$ cat config.mk
export PLATFORM = sky130hd
export DESIGN_NAME = irq_vec_ctrl
export DESIGN_NICKNAME = d
export VERILOG_FILES = /design/src/rtl/irq_vec_ctrl.sv
export SDC_FILE = /design/constraint.sdc
export NUM_CORES = 1
export LEC_CHECK = 0
export ABC_AREA = 1
export ABC_CLOCK_PERIOD_IN_PS = 3100
export BUFFER_PORTS_ARGS = -buffer_cell sky130_fd_sc_hd__buf_4
export CAP_MARGIN = 40
export CORE_ASPECT_RATIO = 0.7
export CORE_UTILIZATION = 50
export DETAILED_ROUTE_END_ITERATION = 6
export GPL_ROUTABILITY_DRIVEN = 0
export GPL_TIMING_DRIVEN = 0
export PLACE_DENSITY_LB_ADDON = 0.1
export SLEW_MARGIN = 30
export SYNTH_ARGS = -nofsm -noshare
export SYNTH_HDL_FRONTEND = slang
export SYNTH_SLANG_ARGS = --single-unit
$ cat constraint.sdc
create_clock -name clk -period 3.1 [get_ports clk]
set_input_delay 0.62 -clock clk [delete_from_list [all_inputs] [get_ports clk]]
set_output_delay 0.62 -clock clk [all_outputs]
set_load 0.05 [all_outputs]
$ cat src/rtl/irq_vec_ctrl.sv
module irq_vec_ctrl #(
  parameter int NLVL = 8,
  parameter int BASEW = 5,
  localparam int LW = $clog2(NLVL)
) (
  input  logic             clk,
  input  logic             rst_n,
  input  logic [NLVL-1:0]  irq,
  input  logic             edge_sel,
  input  logic [NLVL-1:0]  mask,
  input  logic [NLVL-1:0]  casc_en,
  input  logic [BASEW-1:0] vec_base,
  input  logic             ack,
  input  logic             eoi,
  output logic             intr,
  output logic [BASEW+LW-1:0] vec,
  output logic             vec_oe,
  output logic [LW-1:0]    cas_id,
  output logic             cas_oe
);
  localparam logic [1:0] PH_IDLE = 2'd0, PH_ONE = 2'd1, PH_TWO = 2'd2;

  logic [NLVL-1:0] irq_q, edge_lat, isr;
  logic [1:0]      phase;
  logic            ack_q;
  logic [LW-1:0]   lvl;

  function automatic logic [LW:0] top_idx(input logic [NLVL-1:0] v);
    top_idx = (LW+1)'(NLVL);
    for (int i = NLVL-1; i >= 0; i--)
      if (v[i]) top_idx = (LW+1)'(i);
  endfunction

  wire [NLVL-1:0] irr  = edge_sel ? (edge_lat & irq) : irq;
  wire [NLVL-1:0] pend = irr & ~mask;
  wire [LW:0]     p    = top_idx(pend);
  wire [LW:0]     s    = top_idx(isr);
  wire            take = (p != (LW+1)'(NLVL)) && (p < s);
  wire            ack_rise = ack && !ack_q;
  wire            resolve  = ack_rise && (phase == PH_IDLE);
  wire [NLVL-1:0] isr_low  = isr & (~isr + 1'b1);
  wire [NLVL-1:0] grant    = (resolve && take) ? (NLVL'(1) << p[LW-1:0]) : '0;

  assign intr   = take;
  assign vec    = {vec_base, lvl};
  assign vec_oe = (phase == PH_TWO) && ack && !casc_en[lvl];
  assign cas_id = lvl;
  assign cas_oe = (phase != PH_IDLE) && casc_en[lvl];

  always_ff @(posedge clk) begin
    if (!rst_n) begin
      irq_q    <= '0;
      edge_lat <= '0;
      isr      <= '0;
      phase    <= PH_IDLE;
      ack_q    <= 1'b0;
      lvl      <= '0;
    end else begin
      irq_q    <= irq;
      ack_q    <= ack;
      edge_lat <= ((edge_lat & irq) | (irq & ~irq_q)) & ~grant;
      isr      <= (eoi ? (isr & ~isr_low) : isr) | grant;
      case (phase)
        PH_IDLE: if (resolve) begin
          phase <= PH_ONE;
          lvl   <= take ? p[LW-1:0] : LW'(NLVL-1);
        end
        PH_ONE:  if (ack_rise) phase <= PH_TWO;
        default: if (!ack) phase <= PH_IDLE;
      endcase
    end
  end
endmodule


==> results of run 1 <==
[layer usage]
metal	track usage, %	vias up	wire length (um)
met5	0	-	0
met4	5.88	0	29
met3	6.71	5	242
met2	37.4	47	1720
met1	31.5	769	1920
li1	-	882	-
[power by group]
group | total, mW | internal, mW | switching [mW]
clock | 0.320 | 0.179 | 0.141
sequential | 0.423 | 0.408 | 0.0157
combinational | 0.388 | 0.153 | 0.235
total | 1.13 | 0.740 | 0.392
[cell families (layout without fill, tap and decap cells)]
| logic type | count (synthesis) | count (layout) | synth area share [%] |
|---|---|---|---|
| buffers and inverters | 64 | 116 | 16.7 |
| AOI/OAI and AO/OA | 39 | 39 | 13.8 |
| and+or+nand+nor | 119 | 119 | 32.6 |
| DFF | 30 | 30 | 34.7 |
| adders and majority gates | 3 | 3 | 2.17 |
[worst min-delay path by stage]
stage	start	endpoint	slack [ns]
floorplan	irq_q[0]$_SDFF_PN0_	edge_lat[0]$_SDFF_PN0_	0.46
global placement	irq_q[2]$_SDFF_PN0_	edge_lat[2]$_SDFF_PN0_	0.47
detailed placement	irq_q[0]$_SDFF_PN0_	edge_lat[0]$_SDFF_PN0_	0.48
CTS	irq_q[0]$_SDFF_PN0_	edge_lat[0]$_SDFF_PN0_	0.49
global route	irq_q[2]$_SDFF_PN0_	edge_lat[2]$_SDFF_PN0_	0.53
finish	irq_q[4]$_SDFF_PN0_	edge_lat[4]$_SDFF_PN0_	0.49
[worst max-delay path, delay by kind of cell]
family,cells,cell delay [ns]
buf+inv,6,0.62
simple gates,5,0.50
compound gates,2,0.38
fa+ha+maj,1,0.23
[registers in the layout, summed over array words and instances, names as in the netlist]
| name | cells |
|---|---|
| irq_q | 8 |
| edge_lat | 8 |
| cas_id | 3 |
| ack_q | 1 |
| isr | 8 |
| phase | 2 |
[cell type report]
cell class	count	area [um^2]	area share, %
plain buffers	13	97.6	4.32
inverters	51	191	8.48
clock buffers	7	86.3	3.82
clock inverters	1	5.00	0.222
multi-input cells	161	885	39.2
flip-flops and latches	30	601	26.6
well taps	47	58.8	2.60
repair buffers	44	334	14.8
[cells in the mapped netlist]
cell type,count
o21ai_2,1
a211oi_2,1
dfxtp_1,30
nor2_1,35
a31oi_1,1
nand4_1,4
buf_1,1
inv_2,2
buf_6,2
nand3_1,1
inv_1,49
o32ai_1,2
nand2_2,3
nand4_2,7
nand3b_1,3
a21oi_1,15
a21boi_0,1
o21bai_1,1
nor2_4,1
nor3_2,1
ha_1,3
nor3_1,4
clkbuf_1,1
buf_4,9
o21ai_0,11
nand2_1,57
nor2_2,3
a21oi_2,5
o21ai_1,1
[timing repair]
| action | in CTS | in global routing |
|---|---|---|
| buffers inserted | 2 | 1 |
| resized for setup | 3 | 4 |
| endpoints found under the hold margin | 0 | 0 |
| pin swaps | 1 | 1 |
| endpoints found under the setup margin | 1 | 1 |
[cells in the final DEF, fill, tap and decap left out, drive strengths merged]
master / Yosys / routed
a21boi: 1 / 1
dfxtp: 30 / 30
ha: 3 / 3
a21oi: 20 / 20
o21bai: 1 / 1
nor2: 39 / 39
nand4: 11 / 11
inv: 51 / 51
nand2: 60 / 60
clkbuf: 1 / 8
buf: 12 / 56
a211oi: 1 / 1
clkinv: 0 / 1
nor3: 5 / 5
o32ai: 2 / 2
nand3b: 3 / 3
nand3: 1 / 1
a31oi: 1 / 1
o21ai: 13 / 13
==> flow_summary.toml, run 1 <==
[run_status]
outcome = "finished, final reports clean"

[logic_synthesis]
syn_area_um2 = 1730
synth.net_count = 292
yosys.cell_types.count = 29
synth.area.top_cells = "dfxtp_1, nand2_1, inv_1"
yosysWarnings = 0
synth_seq_area_share_pct = 34.7
synth_cells = 255
synth_top_cell_area_share_pct = 34.7
syn_area_per_cell_um2 = 6.79
synth_top_area_cell = "dfxtp_1"
ys_ff_latch = 30

[clocking]
clkLatencyLatePin_ns = 0.28
cts_num_sinks = 30
clk_pin_slew_worst_paths_ns = 0.06
htree_levels = 2
numCtsBuffers = 5
clockRootBuffer = "clkbuf_8"
clockBufferDepth = 2
cts_tree = "yes"
postCtsHoldBufs = 0

[floorplan]
pin_count = 48
dieWidth_um = 72.3
row_count = 17
start_util_pct = 53.5
core_um2 = 3230
die_h_um = 51.2
die_area_um2 = 3700

[critical_path]
r2r_setup_slack_ns = 0.88
start_kind = "primary input"
reg2reg_to = "edge_lat[4]$_SDFF_PN0_"
crit_arrival_ns = 2.38
path_max_fanout = 5
setup.worst_path.start = "edge_sel"
critPathMaxStageDelay_ns = 0.23
worst_r2r_startpoint = "edge_lat[4]$_SDFF_PN0_"
endpoint_kind = "output pin"
r2r_cells = 14
crit_slowest_cell = "ha_4"
cp.required_ns = 2.48
cp_cell_sequence = "buf_4 > inv_2 > nor2_1 > nor3_2 > inv_1 > nand2_1 > nor2_1 > inv_2 > nor2_4 > ha_4 > a211oi_4 > buf_6 > a21boi_2 > buf_6"
critPathKind = "in -> out"
critPathCapture = "intr"

[route]
via_per_inst = 4.81
detail_route.first_pass.iterations = 4
wirelength_um = 3910
final_antenna_net_count = 0
wl_per_cell_um = 11.1
via_count = 1703
drtIter0Drc = 101
drc = 0

[global_routing]
grt_pass1_vias = 1492
grt_max_degree = 11
grtUsageTotal_pct = 23.5
grt_pass1_wl_um = 6550
grt_antenna_before_repair = 0
globalRouteOverflowTotal = 0

[timing]
finalMaxSlewViolations = 0
finalSetupTns_ns = 0
min_period_ns = 3.00
finalCritPeriodShare_pct = 96.7
setup_violations = 0
setup_ws_ns = 0.101
worst_hold_slack_ns = 0.489
max_freq_mhz = 333
slew_headroom_pct = 54.4
grt_setup_unrepaired = "false"
hold_violations = 0
worst_pin_slew_ns = 0.684
fin_worst_skew_ns = 0.00287

[flow_run]
max_cap_violations = 0

[placed_design]
hpwl_um = 2950
io_buffers = 41
dp_cells = 343
dp_slack_ns = -0.104
place_area_um2 = 2100

[final_layout]
finalInstanceArea_um2 = 2260
synthToLayoutAreaGrowth_pct = 30.5
fill_cells = 295
instances_no_fill = 354
final_nets = 343
drive_above_1_share_pct = 29.0
final_util_pct = 69.9
diodes = 0

[power]
ir_worst_vdd_uv = 351
p_total_mw = 1.13
power-per-cell-area_nw_per_um2 = 501
leakage_nw = 1.28

[min_path]
hold_path.class = "reg -> reg"
min_path_cells = 3
No activity file was read; power rests on OpenSTA's default activity.
==> run 2, diff against run 1 <==
--- a/config.mk
+++ b/config.mk
@@ -8,13 +8,13 @@
 export ABC_AREA = 1
 export ABC_CLOCK_PERIOD_IN_PS = 3100
 export BUFFER_PORTS_ARGS = -buffer_cell sky130_fd_sc_hd__buf_4
-export CAP_MARGIN = 40
 export CORE_ASPECT_RATIO = 0.7
 export CORE_UTILIZATION = 50
 export DETAILED_ROUTE_END_ITERATION = 6
 export GPL_ROUTABILITY_DRIVEN = 0
 export GPL_TIMING_DRIVEN = 0
 export PLACE_DENSITY_LB_ADDON = 0.1
+export SETUP_SLACK_MARGIN = 0.2
 export SLEW_MARGIN = 30
 export SYNTH_ARGS = -nofsm -noshare
 export SYNTH_HDL_FRONTEND = slang
==> flow_summary.toml, run 2 (synthesis gave the netlist of run 1 again) <==
[run_status]
outcome = "finished, final reports clean"

[timing]
finalSetupTns_ns = 0
setup_violations = 0
hold_violations = 0
finalMaxSlewViolations = 0
slew_headroom_pct = 51.9
min_period_ns = 2.94
worst_hold_slack_ns = 0.489
finalCritPeriodShare_pct = 94.9
max_freq_mhz = 340
grt_setup_unrepaired = "true"
worst_pin_slew_ns = 0.721
fin_worst_skew_ns = 0.00531
setup_ws_ns = 0.159

[floorplan]
pin_count = 48
dieWidth_um = 72.3
core_um2 = 3230
start_util_pct = 53.5
row_count = 17
die_area_um2 = 3700
die_h_um = 51.2

[final_layout]
final_nets = 352
fill_cells = 270
largest_registers = "edge_lat (8), irq_q (8), isr (8)"
layout_common_cells = "buf_4, nand2_1, inv_1, nor2_1, dfxtp_1"
drive_above_1_share_pct = 32.9
synthToLayoutAreaGrowth_pct = 37.2
mostFrequentLayoutCell = "buf_4"
diodes = 0
final_util_pct = 73.5

[route]
via_per_inst = 4.71
wl_per_cell_um = 10.9
drc = 0
detail_route.first_pass.iterations = 4
via_count = 1710
wirelength_um = 3960
final_antenna_net_count = 0
drtIter0Drc = 90

[min_path]
hp-start = "irq_q[4]$_SDFF_PN0_"
min_path_cells = 3
hold_path.class = "reg -> reg"
min_to = "edge_lat[4]$_SDFF_PN0_"

[critical_path]
reg2reg_to = "edge_lat[6]$_SDFF_PN0_"
r2r_setup_slack_ns = 0.77
worst_r2r_startpoint = "edge_lat[0]$_SDFF_PN0_"
r2r_cells = 15
start_kind = "primary input"
cp.required_ns = 2.48
path_max_fanout = 5
endpoint_kind = "output pin"
crit_arrival_ns = 2.32
critPathKind = "in -> out"

[global_routing]
globalRouteOverflowTotal = 0
grt_pass1_wl_um = 6500
grtUsageTotal_pct = 23.9
grt_antenna_before_repair = 0
grt_max_degree = 11
grt_pass1_vias = 1461

[clocking]
clockRootBuffer = "clkbuf_8"
cts_tree = "yes"
clockBufferDepth = 2
cts_num_sinks = 30
numCtsBuffers = 5
htree_levels = 2
clkLatencyLatePin_ns = 0.29
clk_pin_slew_worst_paths_ns = 0.06

[placed_design]
hpwl_um = 2920
io_buffers = 41
dp_slack_ns = -0.109

[power]
leakage_nw = 1.34
power-per-cell-area_nw_per_um2 = 490
ir_worst_vdd_uv = 273

[flow_run]
max_cap_violations = 0
## run 2: cell types whose count changed in the layout (fill, tap and decap cells not counted), moves of 2 or more
cell    previous run  this run
inv_1             49        47
nor2_2             1         3
buf_4             52        60
nor2_1            35        32
## run 2: worst max path at each step
stage               startpoint    to  slack (ns)  depth (start not counted)
finish                edge_sel  intr        0.16                         14
global route          edge_sel  intr        0.06                         14
CTS                   edge_sel  intr        0.20                         14
detailed placement    edge_sel  intr       -0.11                         14
global placement      edge_sel  intr       -0.09                         14
floorplan             edge_sel  intr        0.19                         12
## run 2: worst max-delay path: stages
cell and delay [ns]:
buf_12 0.10, inv_12 0.04, nor2_4 0.07, nor3_2 0.04, inv_1 0.09, nand2_2 0.08, nor2_2 0.13, inv_2 0.07
nor2_4 0.14, ha_4 0.22, a211oi_4 0.26, buf_6 0.13, a21boi_4 0.16, buf_6 0.17
## run 2: report_power, final
group,internal [mW],switching [mW]
sequential,0.408,0.0155
clock,0.179,0.149
combinational,0.170,0.242
## run 2: layout make-up
cell class	count	area, um^2	share of cell area [%]
sequential	30	601	25.3
clock inverter	1	5.00	0.211
clock buffer	7	86.3	3.64
tap	47	58.8	2.48
buffer	13	97.6	4.11
inverter	51	204	8.59
timing repair buffer	53	414	17.4
multi-input combinational	161	908	38.3
## run 2: layer usage
layer / vias to the layer above / global-route usage [%] / share of wire [%]
met2: 45 / 33.8 / 41
li1: 912 / - / -
met5: - / 0 / 0
met3: 12 / 6.51 / 4.7
met4: 0 / 12.4 / 2.4
met1: 741 / 32.9 / 52
## run 2: timing repair
action / in CTS / in global routing
pin swaps: 8 / 6
endpoints found under the setup margin: 1 / 1
endpoints found under the hold margin: 0 / 0
hold buffers: 0 / 0
gates cloned: 0 / 0
buffers inserted: 9 / 3
gates resized for setup: 6 / 5
## run 2: metrics by stage
stage | total power [mW] | area [um^2] | instances
after floorplan | 0.709 | 1790 | 255
after global placement | 0.799 | 2150 | 343
after detailed placement | 0.805 | 2150 | 343
after CTS | 1.15 | 2340 | 360
after global routing | 1.23 | 2370 | 363
final | 1.16 | 2370 | 363
==> run 3, diff against run 2 <==
--- a/config.mk
+++ b/config.mk
@@ -8,11 +8,14 @@
 export ABC_AREA = 1
 export ABC_CLOCK_PERIOD_IN_PS = 3100
 export BUFFER_PORTS_ARGS = -buffer_cell sky130_fd_sc_hd__buf_4
+export CELL_PAD_IN_SITES_DETAIL_PLACEMENT = 0
+export CELL_PAD_IN_SITES_GLOBAL_PLACEMENT = 1
 export CORE_ASPECT_RATIO = 0.7
-export CORE_UTILIZATION = 50
+export CORE_UTILIZATION = 36
 export DETAILED_ROUTE_END_ITERATION = 6
 export GPL_ROUTABILITY_DRIVEN = 0
 export GPL_TIMING_DRIVEN = 0
+export HOLD_SLACK_MARGIN = 0.12
 export PLACE_DENSITY_LB_ADDON = 0.1
 export SETUP_SLACK_MARGIN = 0.2
 export SLEW_MARGIN = 30
==> constraint.sdc (replaced) <==
create_clock -name clk -period 3.1 [get_ports clk]
set_input_delay 0.62 -clock clk [delete_from_list [all_inputs] [get_ports clk]]
set_output_delay 0.62 -clock clk [all_outputs]
set_load 0.1 [all_outputs]
==> flow_summary.toml, run 3 (synthesis gave the netlist of run 1 again) <==
[run_status]
outcome = "finished, final reports clean"

[critical_path]
path_max_fanout = 5
worst_r2r_startpoint = "edge_lat[0]$_SDFF_PN0_"
start_kind = "primary input"
crit_arrival_ns = 2.33
r2r_cells = 15
reg2reg_to = "edge_lat[6]$_SDFF_PN0_"
endpoint_kind = "output pin"
crit_slowest_cell = "a211oi_4"
cp.required_ns = 2.48
critPathKind = "in -> out"
critPathMaxStageDelay_ns = 0.25
cp_cell_sequence = "buf_12 > inv_12 > nor2_4 > nor3_2 > inv_1 > nand2_2 > nor2_2 > inv_2 > nor2_4 > ha_4 > a211oi_4 > buf_6 > a21boi_4 > buf_12"
r2r_setup_slack_ns = 0.82

[route]
drc = 0
final_antenna_net_count = 0
via_per_inst = 4.49
detail_route.first_pass.iterations = 6
via_count = 1676
wirelength_um = 3980
drtIter0Drc = 120
wl_per_cell_um = 10.7

[min_path]
min_path_cells = 3
hp-start = "irq_q[1]$_SDFF_PN0_"
min_to = "edge_lat[1]$_SDFF_PN0_"
hold_path.class = "reg -> reg"

[clocking]
postCtsHoldBufs = 0
clockBufferDepth = 2
cts_tree = "yes"
htree_levels = 2
cts_num_sinks = 30
clk_pin_slew_worst_paths_ns = 0.06
clkLatencyLatePin_ns = 0.28
clockRootBuffer = "clkbuf_8"
numCtsBuffers = 5

[power]
p_seq_share_pct = 34.0
netSwitchingFraction_pct = 38.2
p_sw_uw = 477
power-per-cell-area_nw_per_um2 = 512
ir_worst_vdd_uv = 269
p_int_uw = 770
p_total_mw = 1.25
pwr-share-clk_pct = 25.7
combPwrFrac_pct = 40.2
leakage_nw = 1.35

[floorplan]
core_um2 = 4480
die_area_um2 = 5090
row_count = 20
pin_count = 48
start_util_pct = 38.6
dieWidth_um = 84.9
die_h_um = 60.0

[timing]
finalSetupTns_ns = 0
slew_headroom_pct = 51.5
finalCritPeriodShare_pct = 95.1
finalMaxSlewViolations = 0
worst_pin_slew_ns = 0.728
min_period_ns = 2.95
grt_setup_unrepaired = "true"
setup_violations = 0
hold_violations = 0
fin_worst_skew_ns = 0.00735
max_freq_mhz = 339

[placed_design]
hpwl_um = 3090
io_buffers = 41
dp_cells = 351

[final_layout]
mostFrequentLayoutCell = "buf_4"
largest_registers = "edge_lat (8), irq_q (8), isr (8)"
diodes = 0
layout_common_cells = "buf_4, nand2_1, inv_1, nor2_1, dfxtp_1"
final_util_pct = 54.4
drive_above_1_share_pct = 35.5
synthToLayoutAreaGrowth_pct = 40.8
instances_no_fill = 373
final_nets = 354

[global_routing]
grtUsageTotal_pct = 17.1
grt_pass1_wl_um = 6530
grt_max_degree = 11
globalRouteOverflowTotal = 0
grt_antenna_before_repair = 0
grt_pass1_vias = 1410

[flow_run]
max_cap_violations = 0
-- run 3: changes by cell type in the layout (fill, tap and decap cells not counted), moves of 2 or more --
cell | previous run | this run
nand2_2 | 4 | 6
dfxtp_2 | 0 | 2
nor2_1 | 32 | 30
buf_4 | 60 | 62
nand2_1 | 56 | 54
dfxtp_1 | 30 | 28
-- run 3: through the flow --
step	hold WS, ns	area [um^2]	setup slack [ns]
2_1_floorplan	0.464	1810	-0.0367
3_3_place_gp	0.473	2180	-0.219
3_5_place_dp	0.478	2180	-0.209
4_1_cts	0.488	2410	0.200
5_1_grt	0.508	2440	0.0502
6_report	0.486	2440	0.150
-- run 3: layout make-up --
type / count / area, um^2
inverter: 51 / 204
timing repair buffer: 55 / 438
multi-input combinational: 161 / 933
clock buffer: 7 / 86.3
buffer: 13 / 97.6
sequential: 30 / 603
tap: 55 / 68.8
clock inverter: 1 / 5.00
fill: 451 / 2040
-- run 3: worst max-delay path by stage --
stage             start    to  slack (ns)
6_report       edge_sel  intr        0.15
5_1_grt        edge_sel  intr        0.05
4_1_cts        edge_sel  intr        0.20
3_5_place_dp   edge_sel  intr       -0.21
3_3_place_gp   edge_sel  intr       -0.22
2_1_floorplan  edge_sel  intr       -0.04
-- run 3: worst max-delay path: cells and delay by family --
| family | cells | cell delay, ns |
|---|---|---|
| adders and majority gates | 1 | 0.22 |
| and+or+nand+nor | 5 | 0.44 |
| buffers and inverters | 6 | 0.61 |
| AOI/OAI and AO/OA | 2 | 0.44 |
-- run 3: power by group through the flow --
stage	Clock (mW)	Combinational, mW	Sequential, mW
finish	0.321	0.502	0.424
global route	0.347	0.542	0.428
global placement	0	0.450	0.433
CTS	0.332	0.493	0.424
floorplan	0	0.325	0.463
detailed placement	0	0.452	0.433
-- run 3: layer usage --
layer	track usage, %	vias up	part of all wire, %
met3	4.14	6	5.0
met4	5.08	0	1.1
met5	0	-	0
met1	25.0	717	54
met2	25.0	42	40
li1	-	911	-
-- run 3: timing repair --
action / 4_1_cts / 5_1_grt
endpoints found under the setup margin: 1 / 1
setup buffers: 11 / 3
pin swaps: 11 / 5
gates resized for setup: 13 / 3
